===== src/rtl/alu_pkg.sv =====
package alu_pkg;
  typedef enum logic [1:0] {
    ALU_AND  = 2'b00,
    ALU_OR   = 2'b01,
    ALU_ADD  = 2'b10,
    ALU_LESS = 2'b11
  } alu_op_e;
endpackage


===== src/rtl/alu_mux2.sv =====
module alu_mux2 (
  input  logic d0,
  input  logic d1,
  input  logic sel,
  output logic y
);
  // sum-of-products form of a 2:1 selector
  assign y = (~sel & d0) | (sel & d1);
endmodule


===== src/rtl/alu_mux4.sv =====
module alu_mux4 (
  input  logic       d0,
  input  logic       d1,
  input  logic       d2,
  input  logic       d3,
  input  logic [1:0] sel,
  output logic       y
);
  logic lo_w;
  logic hi_w;

  alu_mux2 u_lo  (.d0(d0),   .d1(d1),   .sel(sel[0]), .y(lo_w));
  alu_mux2 u_hi  (.d0(d2),   .d1(d3),   .sel(sel[0]), .y(hi_w));
  alu_mux2 u_out (.d0(lo_w), .d1(hi_w), .sel(sel[1]), .y(y));
endmodule


===== src/rtl/alu_full_adder.sv =====
module alu_full_adder (
  input  logic x,
  input  logic y,
  input  logic ci,
  output logic s,
  output logic co
);
  assign s  = x ^ y ^ ci;
  assign co = (x & ci) | (y & ci) | (x & y);
endmodule


===== src/rtl/alu_slice.sv =====
module alu_slice (
  input  logic       a,
  input  logic       b,
  input  logic       less,
  input  logic       binv,
  input  logic       cin,
  input  logic [1:0] op,
  output logic       res,
  output logic       sum,
  output logic       cout
);
  logic b_eff;
  logic and_w;
  logic or_w;

  alu_mux2 u_binv (.d0(b), .d1(~b), .sel(binv), .y(b_eff));

  assign and_w = a & b_eff;
  assign or_w  = a | b_eff;

  alu_full_adder u_fa (.x(a), .y(b_eff), .ci(cin), .s(sum), .co(cout));

  alu_mux4 u_sel (
    .d0(and_w), .d1(or_w), .d2(sum), .d3(less),
    .sel(op), .y(res)
  );
endmodule


===== src/rtl/ripple_slt_alu.sv =====
module ripple_slt_alu #(
  parameter int WIDTH = 4
) (
  input  logic [WIDTH-1:0] a_i,
  input  logic [WIDTH-1:0] b_i,
  input  logic             b_invert,
  input  logic             carry_in,
  input  logic [1:0]       op_sel,
  output logic [WIDTH-1:0] result
);
  import alu_pkg::*;

  localparam int MSB = WIDTH - 1;

  logic             set_w;
  logic [WIDTH-1:0] sum_w;

  for (genvar i = 0; i < WIDTH; i++) begin : g_bit
    logic cin_l;
    logic cout_l;
    logic sum_l;
    logic less_l;

    if (i == 0) begin : g_lsb
      assign cin_l  = carry_in;
      assign less_l = set_w;
    end else begin : g_upper
      assign cin_l  = g_bit[i-1].cout_l;
      assign less_l = 1'b0;
    end

    alu_slice u_slice (
      .a(a_i[i]), .b(b_i[i]), .less(less_l),
      .binv(b_invert), .cin(cin_l), .op(op_sel),
      .res(result[i]), .sum(sum_l), .cout(cout_l)
    );

    assign sum_w[i] = sum_l;

    if (i == MSB) begin : g_set
      assign set_w = sum_l;
    end
  end

  // Checks against a behavioural reference built apart from the slice chain
  logic [WIDTH-1:0] b_ref;
  logic [WIDTH-1:0] add_ref;
  assign b_ref   = b_invert ? ~b_i : b_i;
  assign add_ref = a_i + b_ref + WIDTH'(carry_in);

  always_comb begin : chk
    assert_ripple_sum_R8: assert (sum_w == add_ref);
    if (op_sel == ALU_AND) begin
      assert_and_R1: assert (result == (a_i & b_ref));
    end
    if (op_sel == ALU_OR) begin
      assert_or_R2: assert (result == (a_i | b_ref));
    end
    if (op_sel == ALU_ADD) begin
      assert_add_R3: assert (result == add_ref);
    end
    if (op_sel == ALU_LESS) begin
      assert_less_hi_zero_R5: assert (result[MSB:1] == '0);
      assert_less_sign_R6:    assert (result[0] == add_ref[MSB]);
    end
  end
endmodule


===== config.mk =====
export PLATFORM = sky130hd
export DESIGN_NAME = ripple_slt_alu
export DESIGN_NICKNAME = d
export VERILOG_FILES = /design/src/rtl/alu_pkg.sv /design/src/rtl/alu_mux2.sv /design/src/rtl/alu_mux4.sv /design/src/rtl/alu_full_adder.sv /design/src/rtl/alu_slice.sv /design/src/rtl/ripple_slt_alu.sv
export SDC_FILE = /design/constraint.sdc
export NUM_CORES = 1
export LEC_CHECK = 0
export BUFFER_PORTS_ARGS = -buffer_cell sky130_fd_sc_hd__buf_2
export CAP_MARGIN = 15
export CORE_AREA = 2 2 39 41
export DETAILED_ROUTE_END_ITERATION = 12
export DIE_AREA = 0 0 41 43
export GPL_ROUTABILITY_DRIVEN = 0
export PLACE_DENSITY = 0.49
export REMOVE_ABC_BUFFERS = 1
export SKIP_LAST_GASP = 1
export SYNTH_ARGS = -nofsm -noshare
export SYNTH_HDL_FRONTEND = slang
export SYNTH_SLANG_ARGS = --single-unit

===== constraint.sdc =====
create_clock -name vclk -period 4.1
set_input_delay 0.82 -clock vclk [all_inputs]
set_output_delay 0.82 -clock vclk [all_outputs]
set_load 0.01 [all_outputs]

==> results of run 1 <==
==> cells in the mapped netlist (all sizes together) <==
| cell | number |
|---|---|
| nor2 | 1 |
| inv | 11 |
| buf | 5 |
| ha | 8 |
| nand2 | 1 |
| a21oi | 1 |
| nand2b | 1 |
| mux2i | 1 |
| xnor2 | 1 |
| o21ai | 3 |
| o22a | 1 |
| and2 | 1 |
| xor2 | 4 |
| nor2b | 1 |
| o22ai | 2 |
| fa | 3 |
| o31a | 1 |
==> critical path: cells and delay by family <==
kind | cells | cell delay [ns]
adders and majority gates | 3 | 0.94
AOI/OAI and AO/OA | 1 | 0.27
and+or+nand+nor | 1 | 0.16
buffers and inverters | 5 | 0.46
xor gates and xnor gates | 2 | 0.31
==> stage by stage <==
step | area [µm²] | std cells | utilization | worst slack (ns)
2_1_floorplan | 333 | 41 | - | 0.610
3_3_place_gp | 440 | 74 | 0.318 | 0.268
3_5_place_dp | 440 | 74 | 0.318 | 0.303
4_1_cts | 440 | 74 | 0.318 | 0.285
5_1_grt | 440 | 74 | 0.318 | 0.117
6_report | 440 | 74 | 0.318 | 0.315
==> routing by layer <==
| metal | up-vias | routed length (µm) | part of all wire |
|---|---|---|---|
| li1 | 162 | - | - |
| met2 | 8 | 304 | 0.50 |
| met5 | - | 0 | 0 |
| met4 | 0 | 0 | 0 |
| met3 | 0 | 39 | 0.064 |
| met1 | 136 | 262 | 0.43 |
==> logic make-up (layout without fill, tap and decap cells) <==
group | Yosys count | after routing
XOR/XNOR | 5 | 5
AO/OA/AOI/OAI | 8 | 8
adder cells (fa/ha/maj) | 11 | 11
buffers and inverters | 16 | 28
multiplexers | 1 | 1
AND/OR/NAND/NOR | 5 | 5
==> power breakdown <==
group          leakage [nW]  total [mW]  internal [mW]  switching [mW]
clock                     0           0              0               0
combinational         0.260      0.0537         0.0261          0.0275
sequential                0           0              0               0
==> area by class of cell <==
class / count / area [µm²]
fillers: 159 / 943
multi-input cells: 30 / 292
repair buffers: 17 / 87.6
inverters: 11 / 41.3
well taps: 16 / 20.0
==> how the worst max path moves through the flow <==
stage	end	slack (ns)
finish	result[3]	0.32
global route	result[3]	0.12
CTS	result[3]	0.28
detailed placement	result[3]	0.30
global placement	result[3]	0.27
floorplan	result[3]	0.61
==> placed cells by master (no fill, tap or decap) <==
cell type,instances
sky130_fd_sc_hd__o21ai_0,3
sky130_fd_sc_hd__o22a_2,1
sky130_fd_sc_hd__xor2_1,4
sky130_fd_sc_hd__a21oi_1,1
sky130_fd_sc_hd__fa_1,3
sky130_fd_sc_hd__nor2_1,1
sky130_fd_sc_hd__buf_2,16
sky130_fd_sc_hd__nand2b_1,1
sky130_fd_sc_hd__mux2i_1,1
sky130_fd_sc_hd__buf_4,1
sky130_fd_sc_hd__inv_1,11
sky130_fd_sc_hd__o22ai_1,2
sky130_fd_sc_hd__and2_1,1
sky130_fd_sc_hd__o31a_1,1
sky130_fd_sc_hd__xnor2_1,1
sky130_fd_sc_hd__nor2b_1,1
sky130_fd_sc_hd__ha_1,8
sky130_fd_sc_hd__nand2_1,1
==> flow_metrics.py, run 1 <==
metrics = {
    "setup_path": {
        "worst_ep_required_time_ns": 3.28,
        "setup.worst_path.start": "b_invert",
        "worstSetupEndpointType": "primary output",
        "crit_path_top_delay_cell": "sky130_fd_sc_hd__fa_1",
        "critPathLaunchType": "input port",
        "worstPathArrival_ns": 2.96,
        "worstSetupPathType": "in -> out",
        "critical_path.max_stage_delay_ns": 0.42,
        "crit_fanout": 2,
        "crit_path_cell_trace": "buf_2, xor2_1, inv_1, fa_1, inv_1, fa_1, inv_1, fa_1, xnor2_1, and2_1, o31a_1, buf_2",
    },
    "power_and_ir_drop": {
        "power_total_uw": 53.7,
        "total_leakage_power_nw": 0.260,
        "power.ir.vdd_worst_mv": 0.0274,
        "powerDensity_nw_per_um2": 122,
    },
    "finish": {
        "layout-area-overhead-vs-synth_pct": 19.7,
        "number_of_diodes": 0,
        "fin_nets": 83,
        "clock_buffers": 0,
        "layout.area.seq_um2": 0,
        "sequential_cell_total": 0,
        "final_layout_size_suffix_gt1_frac": 0.310,
    },
    "clocking": {
        "cts.hold.buffers_added": 0,
        "count_of_instances_resized_after_the_clock_tree_is_built": 0,
        "post-cts-setup-buffer-count": 0,
    },
    "yosys": {
        "synthesis.area_per_instance_um2": 8.00,
        "adder_and_majority_cell_fraction_of_the_synthesized_area": 0.435,
        "synth-seq-area-share": 0,
        "yosys.area.top_type_share": 0.272,
        "synth.mux.area_fraction": 0.0272,
        "synth_compound_area_frac": 0.139,
        "post_synth_main_area_contributors": "sky130_fd_sc_hd__ha_1, sky130_fd_sc_hd__fa_1, sky130_fd_sc_hd__inv_1, sky130_fd_sc_hd__xor2_1, sky130_fd_sc_hd__buf_4",
        "cell_area_synth_um2": 368,
        "synth_top_family_by_area": "adder cells",
        "netlist.top_cell.by_area": "sky130_fd_sc_hd__ha_1",
        "yosys.area_share.simple": 0.0714,
        "ys.warnings.count": 0,
        "synth.lib_cells_used.distinct": 18,
        "xor_and_xnor_area_share_after_synthesis": 0.119,
        "synth_instances": 46,
    },
    "global_route": {
        "global_route_usage_over_all_layers": 0.0734,
        "met2_grt_util": 0.141,
        "grt_pass1_wl_um": 986,
        "grt_pass1_vias": 279,
        "grt-ovfl-total": 0,
        "grt_util_met1": 0.0871,
        "met3_usage": 0.00524,
        "maximum_number_of_pins_on_one_net_before_global_route_repair": 11,
        "antenna_violations_before_repair": 0,
        "global_routing_s_busiest_layer": "met2",
    },
    "floorplan": {
        "fp-row-count": 14,
        "io_pins": 16,
        "die_x_um": 41,
        "die_height_um": 43,
        "area_of_the_core_um2": 1380,
        "floorplan.initialDensity": 0.266,
        "design.die.area_um2": 1760,
    },
    "timing": {
        "tightestPinTransition_ns": 0.285,
        "finalHoldViolCount": 0,
        "grt_setup_unrepaired": "no",
        "slew_viol_final": 0,
        "post-route-min-period_ns": 3.78,
        "finalSetupTns_ns": 0,
        "max_slew_margin": 0.810,
        "timing.hold.ws_ns": 2.00,
        "report.final.setup_viol": 0,
        "post-route-period-util": 0.923,
        "achievable-frequency_mhz": 264,
    },
    "min_path": {
        "holdPathStages": 3,
        "holdCritStartpoint": "op_sel[0]",
        "hold_path_class": "in -> out",
        "hold_end": "result[2]",
    },
    "detailed_routing": {
        "postRouteAntennaNets": 0,
        "routed-via-count": 306,
        "postRouteWirelength_um": 606,
        "routedWlPerCell_um": 8.19,
        "detail_route.drc_violations": 0,
        "via_per_inst": 4.14,
        "drt_first_iter_violations": 0,
        "dr.pass1.iters": 1,
    },
    "place": {
        "place.port_buffers": 16,
        "hpwl_um": 552,
    },
    "run": {
        "number_of_violations_of_the_max_capacitance_limit": 0,
    },
    "outcome": {
        "outcome": "completed",
    },
}
(Power assumes the default switching activity.)
==> run 2: changes to the inputs <==
--- a/config.mk
+++ b/config.mk
@@ -11,6 +11,7 @@
 export DETAILED_ROUTE_END_ITERATION = 12
 export DIE_AREA = 0 0 41 43
 export GPL_ROUTABILITY_DRIVEN = 0
+export GPL_TIMING_DRIVEN = 0
 export PLACE_DENSITY = 0.49
 export REMOVE_ABC_BUFFERS = 1
 export SKIP_LAST_GASP = 1
==> run 2 against run 1 <==
Compared with the run above: critical path depth unchanged; utilization down 0.54 points; die area unchanged; setup slack worse by 0.099 ns.
==> flow_metrics.py, run 2 (same netlist as run 1, synthesis figures left out) <==
metrics = {
    "setup_path": {
        "worstSetupPathType": "in -> out",
        "crit_path_end": "result[3]",
        "crit_path_top_delay_cell": "sky130_fd_sc_hd__fa_1",
        "setup.worst_path.start": "b_invert",
        "worst_ep_required_time_ns": 3.28,
        "crit_fanout": 4,
        "crit_path_cell_trace": "buf_2, xor2_1, inv_1, fa_1, inv_1, fa_1, inv_1, fa_1, xnor2_1, and2_1, o31a_1, buf_2",
        "critPathLaunchType": "input port",
        "worstSetupEndpointType": "primary output",
        "worstPathArrival_ns": 3.06,
        "critical_path.max_stage_delay_ns": 0.42,
    },
    "power_and_ir_drop": {
        "seq_power_share": 0,
        "power.clock.fraction": 0,
        "power_total_uw": 52.9,
        "switching_share": 0.521,
        "pwr-share-comb": 1.000,
        "total_leakage_power_nw": 0.255,
        "powerDensity_nw_per_um2": 122,
        "power.ir.vdd_worst_mv": 0.0265,
        "cellInternalPower_uw": 25.4,
        "p_switching_uw": 27.6,
    },
    "place": {
        "dp_slack_ns": 0.216,
        "dp_cells": 73,
        "place.port_buffers": 16,
        "hpwl_um": 557,
    },
    "finish": {
        "finalCoreUtilization": 0.313,
        "multiInputGateArea_um2": 292,
        "fin_nets": 82,
        "final.fill_count": 164,
        "sequential_cell_total": 0,
        "layout-area-overhead-vs-synth_pct": 17.7,
        "most-common-layout-cells": "sky130_fd_sc_hd__buf_2, sky130_fd_sc_hd__inv_1, sky130_fd_sc_hd__ha_1, sky130_fd_sc_hd__xor2_1",
        "finalNonFillerCells": 73,
        "clock_buffers": 0,
        "final_layout_size_suffix_gt1_frac": 0.298,
        "layout.area.seq_um2": 0,
        "number_of_diodes": 0,
        "layout.cells.most_common": "sky130_fd_sc_hd__buf_2",
    },
    "detailed_routing": {
        "postRouteAntennaNets": 0,
        "routedWlPerCell_um": 8.52,
        "detail_route.drc_violations": 0,
        "drt_first_iter_violations": 0,
        "dr.pass1.iters": 1,
        "via_per_inst": 4.00,
        "routed-via-count": 292,
        "postRouteWirelength_um": 622,
    },
    "timing": {
        "finalHoldViolCount": 0,
        "tightestPinTransition_ns": 0.273,
        "report.final.setup_viol": 0,
        "grt_setup_unrepaired": "no",
        "slew_viol_final": 0,
        "max_slew_margin": 0.817,
        "post-route-min-period_ns": 3.88,
        "final.setup.worst_slack_ns": 0.216,
        "achievable-frequency_mhz": 257,
        "finalSetupTns_ns": 0,
        "post-route-period-util": 0.947,
    },
    "global_route": {
        "met3_usage": 0,
        "maximum_number_of_pins_on_one_net_before_global_route_repair": 11,
        "global_route_usage_over_all_layers": 0.0763,
        "antenna_violations_before_repair": 0,
        "grt_util_met1": 0.0804,
        "grt-ovfl-total": 0,
        "grt_pass1_vias": 295,
        "global_routing_s_busiest_layer": "met2",
        "met2_grt_util": 0.159,
        "grt_pass1_wl_mm": 1.00,
    },
    "outcome": {
        "outcome": "completed",
    },
    "clocking": {
        "post-cts-setup-buffer-count": 0,
        "count_of_instances_resized_after_the_clock_tree_is_built": 0,
        "cts.hold.buffers_added": 0,
    },
    "floorplan": {
        "area_of_the_core_um2": 1380,
        "floorplan.initialDensity": 0.266,
        "design.die.area_um2": 1760,
        "io_pins": 16,
        "fp-row-count": 14,
        "die_height_um": 43,
        "die_x_um": 41,
    },
    "run": {
        "number_of_violations_of_the_max_capacitance_limit": 0,
    },
    "min_path": {
        "hold_path_class": "in -> out",
        "holdPathStages": 3,
    },
}
## run 2: cell count changes in the layout (fill, tap and decap cells not counted), sizes merged
cell  before  now
buf       17   16
## run 2: metal layers
| layer | wire, µm | up-vias |
|---|---|---|
| li1 | - | 159 |
| met1 | 268 | 125 |
| met2 | 316 | 8 |
| met3 | 37 | 0 |
| met4 | 0 | 0 |
| met5 | 0 | - |
## run 2: cell type report
| cell class | instances | share of cell area |
|---|---|---|
| inverters | 11 | 0.0954 |
| multi-input cells | 30 | 0.673 |
| well taps | 16 | 0.0462 |
| repair buffers | 16 | 0.185 |
## run 2: per-stage QoR
step,instance area [µm²],hold WS [ns]
after detailed placement,433,2.00
after global routing,433,2.01
after CTS,433,2.00
final,433,1.99
after global placement,433,1.99
after floorplan,333,1.72
## run 2: critical path: cells and delay by family
kind	cells	cell delay, ns
compound gates	1	0.27
xor+xnor	2	0.35
fa+ha+maj	3	0.95
buf+inv	5	0.52
simple gates	1	0.16
## run 2: worst min path at each step
stage | start | to | slack, ns
CTS | op_sel[0] | result[2] | 2.00
detailed placement | op_sel[0] | result[2] | 2.00
global placement | op_sel[0] | result[2] | 1.99
global route | op_sel[0] | result[2] | 2.01
floorplan | op_sel[0] | result[2] | 1.72
finish | op_sel[0] | result[2] | 1.99
## run 2: power by group through the flow
stage,Combinational [mW],Clock [mW],Sequential [mW]
2_1_floorplan,0.0340,0,0
3_3_place_gp,0.0531,0,0
3_5_place_dp,0.0541,0,0
4_1_cts,0.0543,0,0
5_1_grt,0.0622,0,0
6_report,0.0529,0,0
==> run 3: changes to the inputs <==
--- a/config.mk
+++ b/config.mk
@@ -12,7 +12,7 @@
 export DIE_AREA = 0 0 41 43
 export GPL_ROUTABILITY_DRIVEN = 0
 export GPL_TIMING_DRIVEN = 0
-export PLACE_DENSITY = 0.49
+export PLACE_DENSITY = 0.51
 export REMOVE_ABC_BUFFERS = 1
 export SKIP_LAST_GASP = 1
 export SYNTH_ARGS = -nofsm -noshare
==> constraint.sdc (replaced) <==
create_clock -name vclk -period 3.1
set_input_delay 0.62 -clock vclk [all_inputs]
set_output_delay 0.62 -clock vclk [all_outputs]
set_load 0.01 [all_outputs]
==> run 3 against run 2 <==
Compared with the run above: the flow now finishes with violations (negative setup slack); design area grew 21%; worst hold slack worse by 0.39 ns; critical endpoint unchanged; critical path depth stayed put; first-iteration DRC count increased by 1; sequential share of layout area is the same; highest routed layer unchanged; combinational power is 66% higher; die area is the same.
==> flow_metrics.py, run 3 (same netlist as run 1, synthesis figures left out) <==
metrics = {
    "outcome": {
        "outcome": "complete, but fails checks",
        "violations": "negative setup slack",
    },
    "finish": {
        "most-common-layout-cells": "sky130_fd_sc_hd__buf_2, sky130_fd_sc_hd__inv_1, sky130_fd_sc_hd__ha_1, sky130_fd_sc_hd__buf_4",
        "final_layout_size_suffix_gt1_frac": 0.468,
        "clock_buffers": 0,
        "number_of_diodes": 0,
        "layout.cells.most_common": "sky130_fd_sc_hd__buf_2",
        "sequential_cell_total": 0,
        "fin_area_um2": 524,
        "fin_nets": 87,
        "layout-area-overhead-vs-synth_pct": 42.5,
        "layout.area.seq_um2": 0,
        "finalNonFillerCells": 78,
        "finalCoreUtilization": 0.379,
    },
    "setup_path": {
        "worstSetupEndpointType": "primary output",
        "crit_path_end": "result[3]",
        "worstPathArrival_ns": 2.58,
        "path_buf_inv": 5,
        "critical_path.max_stage_delay_ns": 0.33,
        "crit_path_top_delay_cell": "sky130_fd_sc_hd__fa_2",
        "worstSetupPathType": "in -> out",
        "critPathLaunchType": "input port",
        "worst_ep_required_time_ns": 2.48,
        "crit_cells": 12,
        "crit_family": "adder cells",
        "crit_path_cell_trace": "buf_12, xor2_4, inv_2, fa_2, inv_2, fa_2, inv_2, fa_2, xnor2_1, and2_1, o31a_1, buf_2",
        "setup.worst_path.start": "b_invert",
        "crit_fanout": 4,
    },
    "detailed_routing": {
        "drt_first_iter_violations": 1,
        "via_per_inst": 4.08,
        "postRouteAntennaNets": 0,
        "postRouteWirelength_um": 602,
        "routedWlPerCell_um": 7.72,
        "met1_length_um": 207,
        "dr.pass1.iters": 2,
        "routed-via-count": 318,
        "met3_length_um": 49,
        "highest_layer_used_for_signal_routing": "met3",
        "detail_route.drc_violations": 0,
        "dr_wl_met2_um": 345,
    },
    "timing": {
        "slew_viol_final": 0,
        "tightestPinTransition_ns": 0.274,
        "post-route-min-period_ns": 3.20,
        "report.final.setup_viol": 2,
        "finalSetupTns_ns": -0.156,
        "achievable-frequency_mhz": 313,
        "final.setup.worst_slack_ns": -0.0989,
        "post-route-period-util": 1.03,
        "finalHoldViolCount": 0,
        "grt_setup_unrepaired": "yes",
        "max_slew_margin": 0.817,
    },
    "floorplan": {
        "design.die.area_um2": 1760,
        "die_height_um": 43,
        "fp-row-count": 14,
        "io_pins": 16,
        "floorplan.initialDensity": 0.266,
        "area_of_the_core_um2": 1380,
        "die_x_um": 41,
    },
    "global_route": {
        "grt-ovfl-total": 0,
        "antenna_violations_before_repair": 0,
        "grt_pass1_wl_um": 897,
        "global_route_usage_over_all_layers": 0.0673,
        "maximum_number_of_pins_on_one_net_before_global_route_repair": 11,
        "grt_pass1_vias": 259,
    },
    "place": {
        "dp_slack_ns": -0.400,
        "place.port_buffers": 16,
        "dp_cells": 73,
        "detailed_place.area_um2": 433,
        "hpwl_um": 514,
    },
    "run": {
        "number_of_violations_of_the_max_capacitance_limit": 0,
    },
    "power_and_ir_drop": {
        "power.ir.vdd_worst_mv": 0.0356,
        "total_leakage_power_nw": 0.287,
        "powerDensity_nw_per_um2": 167,
    },
    "clocking": {
        "cts.hold.buffers_added": 0,
    },
    "min_path": {
        "hold_path_class": "in -> out",
    },
}
==> run 3: cell type report <==
class | instances | area (µm²)
Inverter | 11 | 41.3
Timing Repair Buffer | 21 | 145
Multi-Input combinational cell | 30 | 318
Fill cell | 162 | 860
Tap cell | 16 | 20.0
==> run 3: worst min-delay path, stage by stage <==
cell	delay [ns]
sky130_fd_sc_hd__buf_2	0.14
sky130_fd_sc_hd__o22ai_1	0.09
sky130_fd_sc_hd__buf_2	0.13
==> run 3: metal layers <==
metal | track usage | vias to the layer above
met5 | 0 | -
met4 | 0 | 0
met3 | 0 | 0
met2 | 0.147 | 8
met1 | 0.0643 | 143
li1 | - | 167
==> run 3: per-stage QoR <==
| step | hold WS [ns] | power (mW) |
|---|---|---|
| after detailed placement | 1.59 | 0.0707 |
| after global placement | 1.59 | 0.0696 |
| after global routing | 1.64 | 0.100 |
| final | 1.60 | 0.0878 |
| after floorplan | 1.32 | 0.0449 |
| after CTS | 1.59 | 0.0833 |
==> run 3: timing repair <==
| item | CTS | global route |
|---|---|---|
| pin swaps | 6 | 4 |
| setup endpoints to repair | 3 | 3 |
| gates resized for setup | 12 | 3 |
| hold endpoints to repair | 0 | 0 |
| setup buffers | 2 | 3 |
==> run 3: worst min-delay path by stage <==
stage / startpoint / to / slack, ns / depth (start not counted)
2_1_floorplan: op_sel[0] / result[2] / 1.32 / 1
3_3_place_gp: op_sel[0] / result[2] / 1.59 / 3
3_5_place_dp: op_sel[0] / result[2] / 1.59 / 3
4_1_cts: op_sel[0] / result[2] / 1.59 / 3
5_1_grt: op_sel[0] / result[2] / 1.64 / 3
6_report: op_sel[0] / result[2] / 1.60 / 3
==> run 3: power by group <==
| part | internal (mW) | switching [mW] |
|---|---|---|
| combinational | 0.0476 | 0.0402 |
| clock | 0 | 0 |
| sequential | 0 | 0 |
